==> src/rtl/addr_seq_pkg.sv <==
package addr_seq_pkg;

  typedef enum logic [1:0] {
    ST_OK      = 2'd0,
    ST_INVALID = 2'd1,
    ST_BUSERR  = 2'd2
  } seqStatus_e;

  typedef enum logic [1:0] {
    S_IDLE  = 2'd0,
    S_EVAL  = 2'd1,
    S_WAIT1 = 2'd2,
    S_WAIT2 = 2'd3
  } seqState_e;

  // control -> datapath strobes
  typedef struct packed {
    logic load;
    logic sendFirst;
    logic sendSecond;
    logic finOk;
    logic finInvalid;
    logic finErr;
  } seqStrobes_t;

endpackage

==> src/rtl/addr_seq_dp.sv <==
module addr_seq_dp
  import addr_seq_pkg::*;
#(
  parameter int AddrW = 12
) (
  input  logic             clk,
  input  logic             rstN,
  input  seqStrobes_t      strb,
  input  logic [AddrW-1:0] reqAddr,
  input  logic             reqRead,
  output logic             isInvalid,
  output logic             isTen,
  output logic             cmdValid,
  output logic             cmdStart,
  output logic [7:0]       cmdByte,
  output logic             done,
  output logic [1:0]       status
);
  localparam int ShortBits = 7;
  localparam int LongBits  = 10;
  localparam logic [4:0] LongPrefix = 5'b11110;

  logic [AddrW-1:0] addrQ;
  logic             readQ;
  logic             overRange;
  logic             shortForm;
  logic             reservedShort;
  logic [7:0]       firstByte;
  logic [7:0]       secondByte;

  generate
    if (AddrW > LongBits) begin : g_range
      assign overRange = |addrQ[AddrW-1:LongBits];
    end else begin : g_norange
      assign overRange = 1'b0;
    end
  endgenerate

  assign shortForm     = ~|addrQ[AddrW-1:ShortBits];
  assign reservedShort = shortForm & (&addrQ[ShortBits-1:ShortBits-4]);
  assign isInvalid     = overRange | reservedShort;
  assign isTen         = ~shortForm;

  assign firstByte  = isTen ? {LongPrefix, addrQ[LongBits-1:8], readQ}
                            : {addrQ[ShortBits-1:0], readQ};
  assign secondByte = addrQ[7:0];

  always_ff @(posedge clk) begin
    if (!rstN) begin
      addrQ    <= '0;
      readQ    <= 1'b0;
      cmdValid <= 1'b0;
      cmdStart <= 1'b0;
      cmdByte  <= '0;
      done     <= 1'b0;
      status   <= ST_OK;
    end else begin
      if (strb.load) begin
        addrQ <= reqAddr;
        readQ <= reqRead;
      end
      cmdValid <= strb.sendFirst | strb.sendSecond;
      cmdStart <= strb.sendFirst;
      if (strb.sendFirst)  cmdByte <= firstByte;
      if (strb.sendSecond) cmdByte <= secondByte;
      done <= strb.finOk | strb.finInvalid | strb.finErr;
      if (strb.finOk)      status <= ST_OK;
      if (strb.finInvalid) status <= ST_INVALID;
      if (strb.finErr)     status <= ST_BUSERR;
    end
  end


  second_byte_plain_chk: assert property (@(posedge clk) disable iff (!rstN)
    cmdValid && !cmdStart |-> isTen);

endmodule

==> src/rtl/addr_seq_ctrl.sv <==
module addr_seq_ctrl
  import addr_seq_pkg::*;
(
  input  logic        clk,
  input  logic        rstN,
  input  logic        reqValid,
  input  logic        engDone,
  input  logic        engErr,
  input  logic        isInvalid,
  input  logic        isTen,
  output seqStrobes_t strb,
  output logic        busy
);
  seqState_e state, stateNext;

  always_comb begin
    stateNext = state;
    strb      = '0;
    unique case (state)
      S_IDLE: if (reqValid) begin
        strb.load = 1'b1;
        stateNext = S_EVAL;
      end
      S_EVAL: if (isInvalid) begin
        strb.finInvalid = 1'b1;
        stateNext       = S_IDLE;
      end else begin
        strb.sendFirst = 1'b1;
        stateNext      = S_WAIT1;
      end
      S_WAIT1: if (engDone) begin
        if (engErr) begin
          strb.finErr = 1'b1;
          stateNext   = S_IDLE;
        end else if (isTen) begin
          strb.sendSecond = 1'b1;
          stateNext       = S_WAIT2;
        end else begin
          strb.finOk = 1'b1;
          stateNext  = S_IDLE;
        end
      end
      S_WAIT2: if (engDone) begin
        if (engErr) strb.finErr = 1'b1;
        else        strb.finOk  = 1'b1;
        stateNext = S_IDLE;
      end
      default: stateNext = S_IDLE;
    endcase
  end

  always_ff @(posedge clk) begin
    if (!rstN) state <= S_IDLE;
    else       state <= stateNext;
  end

  assign busy = (state != S_IDLE);


  idle_ignores_engine_chk: assert property (@(posedge clk) disable iff (!rstN)
    state == S_IDLE && !reqValid |=> state == S_IDLE);


  busy_holds_wait_chk: assert property (@(posedge clk) disable iff (!rstN)
    state == S_WAIT1 && !engDone |=> state == S_WAIT1);

endmodule

==> src/rtl/addr_seq.sv <==
module addr_seq
  import addr_seq_pkg::*;
#(
  parameter int AddrW = 12
) (
  input  logic             clk,
  input  logic             rstN,
  input  logic             reqValid,
  input  logic [AddrW-1:0] reqAddr,
  input  logic             reqRead,
  output logic             busy,
  output logic             cmdValid,
  output logic             cmdStart,
  output logic [7:0]       cmdByte,
  input  logic             engDone,
  input  logic             engErr,
  output logic             done,
  output logic [1:0]       status
);
  seqStrobes_t strb;
  logic        isInvalid;
  logic        isTen;

  addr_seq_ctrl u_ctrl (
    .clk       (clk),
    .rstN      (rstN),
    .reqValid  (reqValid),
    .engDone   (engDone),
    .engErr    (engErr),
    .isInvalid (isInvalid),
    .isTen     (isTen),
    .strb      (strb),
    .busy      (busy)
  );

  addr_seq_dp #(.AddrW(AddrW)) u_dp (
    .clk       (clk),
    .rstN      (rstN),
    .strb      (strb),
    .reqAddr   (reqAddr),
    .reqRead   (reqRead),
    .isInvalid (isInvalid),
    .isTen     (isTen),
    .cmdValid  (cmdValid),
    .cmdStart  (cmdStart),
    .cmdByte   (cmdByte),
    .done      (done),
    .status    (status)
  );

  // commands issued since the last accepted request, for the checks below
  logic [1:0] issuedCnt;
  logic       acceptedLong;
  always_ff @(posedge clk) begin
    if (!rstN) begin
      issuedCnt    <= '0;
      acceptedLong <= 1'b0;
    end else if (reqValid && !busy) begin
      issuedCnt    <= '0;
      acceptedLong <= (reqAddr >= AddrW'(128));
    end else if (cmdValid && issuedCnt != 2'd3) begin
      issuedCnt <= issuedCnt + 2'd1;
    end
  end


  invalid_silent_chk: assert property (@(posedge clk) disable iff (!rstN)
    done && status == ST_INVALID |-> issuedCnt == 2'd0);


  ok_count_chk: assert property (@(posedge clk) disable iff (!rstN)
    done && status == ST_OK |-> issuedCnt == (acceptedLong ? 2'd2 : 2'd1));


  cmd_pulse_chk: assert property (@(posedge clk) disable iff (!rstN)
    cmdValid |=> !cmdValid);


  second_after_first_chk: assert property (@(posedge clk) disable iff (!rstN)
    cmdValid && !cmdStart |-> issuedCnt == 2'd1);


  done_ends_busy_chk: assert property (@(posedge clk) disable iff (!rstN)
    done |-> !busy && !cmdValid);

endmodule

==> config.mk <==
export PLATFORM = sky130hd
export DESIGN_NAME = addr_seq
export DESIGN_NICKNAME = d
export VERILOG_FILES = /design/src/rtl/addr_seq_pkg.sv /design/src/rtl/addr_seq_dp.sv /design/src/rtl/addr_seq_ctrl.sv /design/src/rtl/addr_seq.sv
export SDC_FILE = /design/constraint.sdc
export NUM_CORES = 1
export LEC_CHECK = 0
export CAP_MARGIN = 10
export CORE_MARGIN = 8
export CORE_UTILIZATION = 45
export DETAILED_ROUTE_END_ITERATION = 8
export DONT_BUFFER_PORTS = 1
export GPL_TIMING_DRIVEN = 0
export SETUP_SLACK_MARGIN = 0.5
export SYNTH_ARGS = -nofsm -noshare
export SYNTH_HDL_FRONTEND = slang
export SYNTH_SLANG_ARGS = --single-unit
export TNS_END_PERCENT = 50
==> constraint.sdc <==
create_clock -name clk -period 4.3 [get_ports clk]
set_input_delay 0.215 -clock clk [delete_from_list [all_inputs] [get_ports clk]]
set_output_delay 0.215 -clock clk [all_outputs]
set_load 0.005 [all_outputs]
* Yosys cells after proc, flatten, opt, wreduce, memory -nomap -nowiden
Cells that the tools add are included.
** Storage, ports and cells
- Flip-flop bits (word level) :: 28
- Bits of input ports :: 18
- Output and inout bits :: 14
** Operators by class
- Bitwise operators :: 6
- Reductions and logical operators :: 12
- Equality and inequality tests :: 6
- Muxes and demuxes :: 30
** Operators with widths (count)
- 2-to-1 mux 8 bit :: 3
- 2-to-1 mux 2 bit :: 11
- 2-to-1 mux 1 bit :: 14
- one-hot mux 2 bit (4 select lines) :: 1
- != test 2 bit (second input constant) :: 3
- nonzero test 2 bit :: 3
- OR reduction 2 bit :: 3
- OR reduction 5 bit :: 1
- == test 2 bit (second input constant) :: 2
- bitwise OR 1 bit :: 4
- AND reduction 4 bit :: 1
- AND reduction 3 bit :: 1
- nonzero test 3 bit :: 1
- == test 2 x 1 -> 1 bit (second input constant) :: 1
- zero test 2 bit :: 1
- one-hot mux 1 bit (2 select lines) :: 1
- bitwise AND 1 bit :: 1
- zero test 1 bit :: 1
- NOT 1 bit :: 1

* Longest topological paths before layout
Gate-level depths: netlist (run 1).
- Depth in word-level cells :: 8
- Mapped depth :: 6

* By module
Synthesis (run 1) repeated with hierarchy kept, for this count alone.
** Unflattened totals
- Cells, all modules :: 130
- Area total of the unflattened synthesis :: 1252.5 µm²
** By module, submodules not included
- addr_seq_dp :: area an instance 1097.3 µm², times used 1, sequential area each 520.5 µm², cells each 111
- addr_seq_ctrl :: area an instance 155.1 µm², times used 1, sequential area each 40.0 µm², cells each 19

* Worst setup path before layout (run 1)
No wires, ideal clock.
- Path kind :: register -> register
- Start :: reg u_dp.addrQ[11]
- End :: reg u_dp.cmdByte[2]
- Library setup time :: 0.130 ns
- Buffers on the path :: 2
- Slack :: 2.756 ns
- Stages on the path, launching flop included :: 7
- Period minus slack after synthesis :: 1.544 ns
- Arrival time :: 1.414 ns
- Required time :: 4.170 ns
- Cell sequence :: dfxtp_1 -> or4b_1 -> buf_2 -> a21oi_4 -> or2_1 -> buf_6 -> o211ai_1
** On the way
- Longest elaborated chain between the ends :: 7
- Elaborated cells between the ends (all ways) :: 15
- Those cells by class :: 9 x mux; 2 x bitwise; 4 x reduce/logical
** Ends and longest elaborated chain
- start: declaration :: RTL line addr_seq_dp.sv:23 : logic [AddrW-1:0] addrQ;
- start signal: assignment :: RTL line addr_seq_dp.sv:59 : addrQ <= reqAddr;
- OR reduction 5 bit :: RTL line addr_seq_dp.sv:39 : assign shortForm = ~|addrQ[AddrW-1:ShortBits];
- zero test 1 bit :: RTL line addr_seq_dp.sv:39
- bitwise AND 1 bit :: RTL line addr_seq_dp.sv:40 : assign reservedShort = shortForm & (&addrQ[ShortBits-1:ShortBits-4]);
- bitwise OR 1 bit :: RTL line addr_seq_dp.sv:41 : assign isInvalid = overRange | reservedShort;
- 2-to-1 mux 1 bit :: RTL line addr_seq_ctrl.sv:24 : S_EVAL: if (isInvalid) begin
- 2-to-1 mux 1 bit :: RTL line addr_seq_ctrl.sv:19 : unique case (state)
- nonzero test 2 bit (no line)
- end signal: assignment :: RTL line addr_seq_dp.sv:64 : if (strb.sendFirst) cmdByte <= firstByte;
- end signal: assignment :: RTL line addr_seq_dp.sv:65 : if (strb.sendSecond) cmdByte <= secondByte;
- end: declaration :: RTL line addr_seq_dp.sv:15 : output logic [7:0] cmdByte,
Parallel ways exist; a longest one is shown, timed or not. The select of a mux whose other input is x is not followed.
A chain may end at the register's enable or synchronous reset.

* Final worst setup path (run 1)
- Start :: reg u_ctrl.state[0]
- End :: reg u_dp.cmdByte[2]
** On the way
- Longest elaborated chain between the ends :: 3
- Elaborated cells between the ends (all ways) :: 6
- Those cells by class :: 2 x eq/ne; 3 x mux; 1 x reduce/logical
** Ends and longest elaborated chain
- start: declaration :: RTL line addr_seq_ctrl.sv:14 : seqState_e state, stateNext;
- start signal: assignment :: RTL line addr_seq_ctrl.sv:54 : else state <= stateNext;
- == test 2 bit / == test 2 x 1 -> 1 bit (equally long branches) :: RTL line addr_seq_ctrl.sv:19
- 2-to-1 mux 1 bit :: RTL line addr_seq_ctrl.sv:19
- 2-to-1 mux 8 bit / nonzero test 2 bit (equally long branches)
Parallel ways exist; a longest one is shown, timed or not.

==> metrics.md, run 1 <==
| Metric | Value |
|---|---|
| Outcome | finished clean |
| Final setup viols | 0 |
| First-pass DRT Iterations | 4 |
| Top_reg_cell synth | dfxtp_1 |
| Synthesized Nets | 171 |
| Combinational group share of total power | 0.166 |
| First-pass GRT wire length | 5126 um |
| Num rows | 19 |
| FF/Latch Area | 560.5 um^2 |
| DR WL/cell | 15.44 um |
| Setup crit end kind | register |
| Starting DRT DRC Count | 69 |
| Die Width | 69.44 um |
| CTS Buf Count | 3 |
| Via density | 5.661 |
| Clock sinks | 28 |
| Mapped Cells | 153 |
| Int Power | 363.8 uW |
| Setup_tns | 0 ns |
| Sequential share of the synthesized area | 0.4362 |
| Worst-skew pair later-pin latency | 0.32 ns |
| Startpoint Class | register |
| CTS tree | built |
| Gr ovfl total | 0 |
| Worst-path clk slew | 0.14 ns |
| Nets | 177 |
| Avg Cell Area, Syn | 8.399 um^2 |
| Unrepaired setup endpoints after global routing | false |
| Area Overhead vs Synth | 6.621% |
| Switching share of power | 0.2813 |
| Leak Pwr | 0.5436 nW |
| RePlAce Congestion | 0.8690 |
| Fill count | 277 |
| Post-DP Area | 1324 um^2 |
| CTS H-Tree Depth | 1 |
| Drt drc | 0 |
| Number of synthesized flops with an enable pin | 0 |
| Max_cap viols | 0 |
| Peak supply drop | 0.2029 mV |
| Share of layout cells above drive strength 1 | 0.08228 |
| Achievable Freq | 576.5 MHz |
| Max Slew Vio Count | 0 |
| Full die area | 4821 um^2 |
| Diodes inserted | 0 |
| # Post-CTS Setup Buffers | 0 |
| Async S/R FF share, synth | 0 |
| Crit path time final | 1.735 ns |
| Period utilisation layout | 0.4034 |
| Clock power frac | 0.250 |
| Post-route cell area | 1370 um^2 |
| Synth cell types | 33 |
| Routed WL | 2918 um |
| Top Ports | 32 |
| Area of the mapped netlist | 1285 um^2 |
| Vias in the first global route | 1,116 |
| DRT antenna net count | 0 |
| Share of power burned in registers | 0.584 |
| Core ar. | 2734 um^2 |
| Crit path max fanout | 8 |
| Pwr dens | 369.5 nW/um^2 |
| Skew final | 0.002342 ns |
| Initial Util | 0.4700 |
| Switching Power | 142.4 uW |
| Largest net degree at the start of global routing | 16 |
| Crit path arrival time | 1.95 ns |
| Post-DP HPWL | 2330 um |
| Initial antenna violation count | 0 |
| Hold Violations, Final | 0 |
| GR Util All Layers | 0.1236 |
| Clock Path Buffers | 2 |
| HP Class | primary input to register |
| Worst Path Required | 4.52 ns |
| DR vias | 1,070 |
| Commonest cells after routing, fill and taps aside | nand2_1, dfxtp_1, a21boi_0, a21oi_1, nor2_1 |
| Slew headroom | 0.7058 |
| Area taken by multi-input logic gates | 665.6 um^2 |
| Measured slew at the worst slew-check pin | 0.4414 ns |
| Critical path type | register to register |
| Clk root buf | clkbuf_4 |
| Die height | 69.44 um |
| Leading cell type in the layout, fill and taps excluded | nand2_1 |
| Yosys reg bits | 28 |
| Port Buf Inserts | 0 |
| Total number of yosys warnings | 0 |
-- per-stage QoR --
step | utilization | power, mW | worst slack [ns] | hold WS, ns | instances
floorplan | - | 0.3642 | 2.756 | 0.3051 | 153
global placement | 0.4842 | 0.3844 | 2.590 | 0.3098 | 184
detailed placement | 0.4842 | 0.3861 | 2.584 | 0.3152 | 184
CTS | 0.5011 | 0.5123 | 2.548 | 0.008359 | 189
global route | 0.5011 | 0.5368 | 2.422 | 0.003878 | 189
finish | 0.5011 | 0.5062 | 2.565 | 0.01222 | 189
-- power by group through the flow --
stage	Sequential [mW]	Clock (mW)	Combinational (mW)
after floorplan	0.296	0	0.0680
after global placement	0.302	0	0.0829
after detailed placement	0.302	0	0.0841
after CTS	0.296	0.131	0.0852
after global routing	0.299	0.141	0.0967
final	0.296	0.127	0.0839
-- synthesized netlist by cell type, types with 4 or more instances --
| master | number | area share |
|---|---|---|
| inv_1 | 4 | 0.012 |
| a21oi_1 | 9 | 0.035 |
| clkbuf_1 | 6 | 0.018 |
| nand2_1 | 34 | 0.099 |
| o21ai_0 | 5 | 0.019 |
| nor2_1 | 8 | 0.023 |
| nor4_1 | 5 | 0.024 |
| dfxtp_1 | 28 | 0.44 |
| a21boi_0 | 15 | 0.088 |
| nand3_1 | 4 | 0.016 |
| o211a_1 | 5 | 0.039 |
-- worst paths after layout --
check | start | endpoint | slack [ns] | cells past startpoint
max reg2reg | u_ctrl.state[0] | u_dp.cmdByte[2] | 2.57 | 6
min reg2reg | u_dp.addrQ[1] | u_dp.addrQ[1] | 0.48 | 2
max | u_ctrl.state[0] | u_dp.cmdByte[2] | 2.57 | 6
min | reqAddr[7] | u_dp.addrQ[7] | 0.01 | 2
-- worst max-delay path, stage by stage (launching register included) --
cell and delay, ns:
dfxtp_1 0.45, or4b_1 0.45, buf_2 0.19, a21oi_4 0.18, or2_1 0.14, buf_6 0.12
o211ai_1 0.09
-- layer usage --
layer	global-route usage	vias up	routed length, um
met4	0.04556	0	43
met5	0	-	0
li1	-	547	-
met3	0.02575	5	155
met2	0.1936	28	1302
met1	0.1612	490	1416
-- kinds of logic after synthesis --
family	count (synthesis)	synth area share
and+or+nand+nor	67	0.2600
DFF	28	0.4362
muxes	1	0.008763
AOI/OAI and AO/OA	44	0.2493
buffers and inverters	13	0.04576
-- area by class of cell --
cell class              instances  area share
inverters                       4     0.01096
plain buffers                   9     0.03196
well taps                      31     0.02831
repair buffers                  1    0.007306
flip-flops and latches         28      0.4091
multi-input cells             112      0.4858
clock buffers                   4     0.02648
-- flip-flops by register name, summed over array words and instances (netlist names) --
name	count
u_ctrl.state	2
u_dp.done	1
u_dp.readQ	1
u_dp.cmdStart	1
u_dp.status	2
u_dp.cmdValid	1
u_dp.cmdByte	8
u_dp.addrQ	12
-- what timing repair did --
item | in CTS | in global routing
hold endpoints to repair | 1 | 0
gates resized for setup | 0 | 0
hold buffers | 1 | 0
setup endpoints to repair | 0 | 0
(Power assumes the default switching activity.)
==> run 2, diff against run 1 <==
==> constraint.sdc (replaced) <==
create_clock -name clk -period 1.5 [get_ports clk]
set_input_delay 0.075 -clock clk [delete_from_list [all_inputs] [get_ports clk]]
set_output_delay 0.075 -clock clk [all_outputs]
set_load 0.005 [all_outputs]
==> run 2 against run 1 <==
  * The flow now finishes with violations (negative setup slack)
  * Die area unchanged
  * Design area increased by 29%
  * Wire length increased by 17%
  * First-iteration DRC count decreased by 30%
  * Via count increased by 13%
  * Core utilization increased by 15 points
  * Total power increased to 3.2 times the previous value
  * Clock power increased to 2.9 times the previous value
  * Critical path depth unchanged
  * Setup slack got worse by 2.7 ns
  * Critical path type unchanged
==> metrics.md, run 2 (synthesis gave the netlist of run 1 again) <==
| Metric | Value |
|---|---|
| Setup crit end kind | register |
| Largest net degree at the start of global routing | 16 (unchanged) |
| Port Buf Inserts | 0 (unchanged) |
| Post-DP HPWL | 2276 um (-2.3%) |
| Area Overhead vs Synth | 37.78% |
| RR Startpoint | u_dp.addrQ[11] |
| Measured slew at the worst slew-check pin | 0.4613 ns (+0.01991 ns) |
| Skew final | 0.004842 ns (+0.002500 ns) |
| CTS Buf Count | 3 (unchanged) |
| DR vias | 1,205 (+13%) |
| Starting DRT DRC Count | 48 (-30%) |
| Die height | 69.44 um (unchanged) |
| Fill count | 232 (-16%) |
| Worst path cell trace | or4b_4 > buf_6 > a21oi_4 > or2_1 > buf_6 > o211ai_1 |
| Leak Pwr | 0.7382 nW (+36%) |
| Placed cells | 184 (unchanged) |
| Tot Pwr | 1.641 mW (+220%) |
| Clock Path Buffers | 2 (unchanged) |
| Biggest registers after layout | u_dp.addrQ x12, u_dp.cmdByte x8 |
| FF/Latch Area | 574.3 um^2 (+2.5%) |
| R2r endpoint | u_dp.cmdByte[2] |
| Finished Layout Cells | 211 (+12%) |
| Most used cell, CP | buf_6 |
| Core ar. | 2734 um^2 (unchanged) |
| Clock sinks | 28 (unchanged) |
| Vias in the first global route | 1,220 (+9.3%) |
| Diodes inserted | 0 (unchanged) |
| Worst-path clk slew | 0.15 ns (about the same) |
| Routed WL | 3405 um (+17%) |
| Crit path time final | 1.645 ns (-0.08954 ns) |
| GR Util All Layers | 0.1375 (+0.01394) |
| Critical Path Max Stage Delay | 0.51 ns (+0.06 ns) |
| Pwr dens | 927.2 nW/um^2 (+150%) |
| Failing checks | negative setup slack |
| Final setup viols | 12 (+12) |
| Leading cell type in the layout, fill and taps excluded | dfxtp_1 |
| Critical path type | register to register |
| Clk root buf | clkbuf_4 |
| DR WL/cell | 16.14 um (+4.5%) |
| Achievable Freq | 607.9 MHz (+5.4%) |
| Drt drc | 0 (unchanged) |
| CTS H-Tree Depth | 1 (unchanged) |
| HP Class | primary input to register |
| Slew headroom | 0.6925 (-0.01327) |
| Via density | 5.711 (+0.87%) |
| CP max-delay cell | or4b_4 |
| Max_cap viols | 0 (unchanged) |
| CTS tree | built |
| Area taken by multi-input logic gates | 800.8 um^2 (+20%) |
| Period utilisation layout | 1.097 (+0.6933) |
| Num rows | 19 (unchanged) |
| Top Ports | 32 (unchanged) |
| Worst reg2reg path depth | 6 (unchanged) |
| First-pass DRT Iterations | 4 (unchanged) |
| Startpoint Class | register |
| Commonest cells after routing, fill and taps aside | dfxtp_1, nand2_1, dlygate4sd3_1, a21boi_1, nand2_4 |
| First-pass GRT wire length | 5658 um (+10%) |
| Unrepaired setup endpoints after global routing | true |
| Max reg flops | 12 (unchanged) |
| RePlAce Congestion | 0.8282 (-4.7%) |
| Max Slew Vio Count | 0 (unchanged) |
| Reg-to-reg slack, setup | -0.15 ns (-2.71 ns) |
| Setup_tns | -1.276 ns (-1.276 ns) |
| Outcome | finished, violations left |
| Crit path arrival time | 1.88 ns (-0.07 ns) |
| Worst slack, placed | -0.2193 ns (-2.803 ns) |
| Peak supply drop | 0.7401 mV (+260%) |
| WHS Path Cells | 3 (+1) |
| Crit path max fanout | 8 (unchanged) |
| Gr ovfl total | 0 (unchanged) |
| Hold Violations, Final | 0 (unchanged) |
| Worst-skew pair later-pin latency | 0.33 ns (about the same) |
| Top reg by flops | u_dp.addrQ |
| Hold Startpoint | engErr |
| Full die area | 4821 um^2 (unchanged) |
| Post-route cell area | 1770 um^2 (+29%) |
| Min-Delay Endpoint | u_dp.status[1] |
| Post-DP Area | 1330 um^2 (+0.47%) |
| Share of layout cells above drive strength 1 | 0.3333 (+0.2511) |
| Setup ws final | -0.1450 ns (-2.710 ns) |
| Die Width | 69.44 um (unchanged) |
| Nets | 199 (+12%) |
| Initial Util | 0.4700 (unchanged) |
| DRT antenna net count | 0 (unchanged) |
| Worst Path Required | 1.73 ns (-2.79 ns) |
| Initial antenna violation count | 0 (unchanged) |
[run 2: cell count changes in the layout (fill, tap and decap cells not counted), sizes merged]
cell	delta
buf	+8
dlygate4sd3	+15
clkbuf	-1
[run 2: worst max-delay path, delay by kind of cell, from the launching register on]
family | cells | cell delay, ns
flip-flops | 1 | 0.38
AND/OR/NAND/NOR | 2 | 0.65
AO/OA/AOI/OAI | 2 | 0.25
buffers and inverters | 2 | 0.27
[run 2: metrics by stage]
step / hold WS, ns / util
CTS: 0.08922 / 0.6069
global placement: 0.1860 / 0.4865
finish: 0.04772 / 0.6476
global route: 0.08860 / 0.6476
detailed placement: 0.1843 / 0.4865
floorplan: 0.1651 / -
[run 2: timing repair]
item / in CTS / in global routing
endpoints found under the hold margin: 19 / 0
hold buffers: 16 / 0
resized for setup: 42 / 34
setup buffers: 6 / 1
pin swaps: 22 / 36
endpoints found under the setup margin: 29 / 29
[run 2: final cells by class]
class / instances / area share
Timing Repair Buffer: 23 / 0.1244
Multi-Input combinational cell: 112 / 0.4523
Tap cell: 31 / 0.02191
Clock buffer: 4 / 0.02049
Inverter: 4 / 0.008481
Buffer: 9 / 0.04806
Sequential cell: 28 / 0.3244
[run 2: layer usage]
layer  vias up  wire length (um)  track usage
met5         -                 0            0
met3         2               219      0.03147
li1        593                 -            -
met1       564              1431       0.1682
met2        46              1734       0.2264
met4         0                19      0.05239
[run 2: where the power goes]
group / total, mW / internal [mW] / switching, mW
registers: 0.851 / 0.799 / 0.0518
clock network: 0.374 / 0.149 / 0.226
logic: 0.417 / 0.208 / 0.209
total: 1.64 / 1.16 / 0.486
[run 2: worst max-delay path by stage]
stage	startpoint	endpoint	slack (ns)
6_report	u_dp.addrQ[11]	u_dp.cmdByte[2]	-0.15
5_1_grt	u_ctrl.state[1]	u_dp.cmdByte[4]	-0.19
4_1_cts	u_dp.addrQ[11]	u_dp.cmdByte[2]	-0.11
3_5_place_dp	u_ctrl.state[0]	u_dp.cmdByte[2]	-0.22
3_3_place_gp	u_ctrl.state[0]	u_dp.cmdByte[2]	-0.20
2_1_floorplan	u_dp.addrQ[11]	u_dp.cmdByte[2]	-0.04
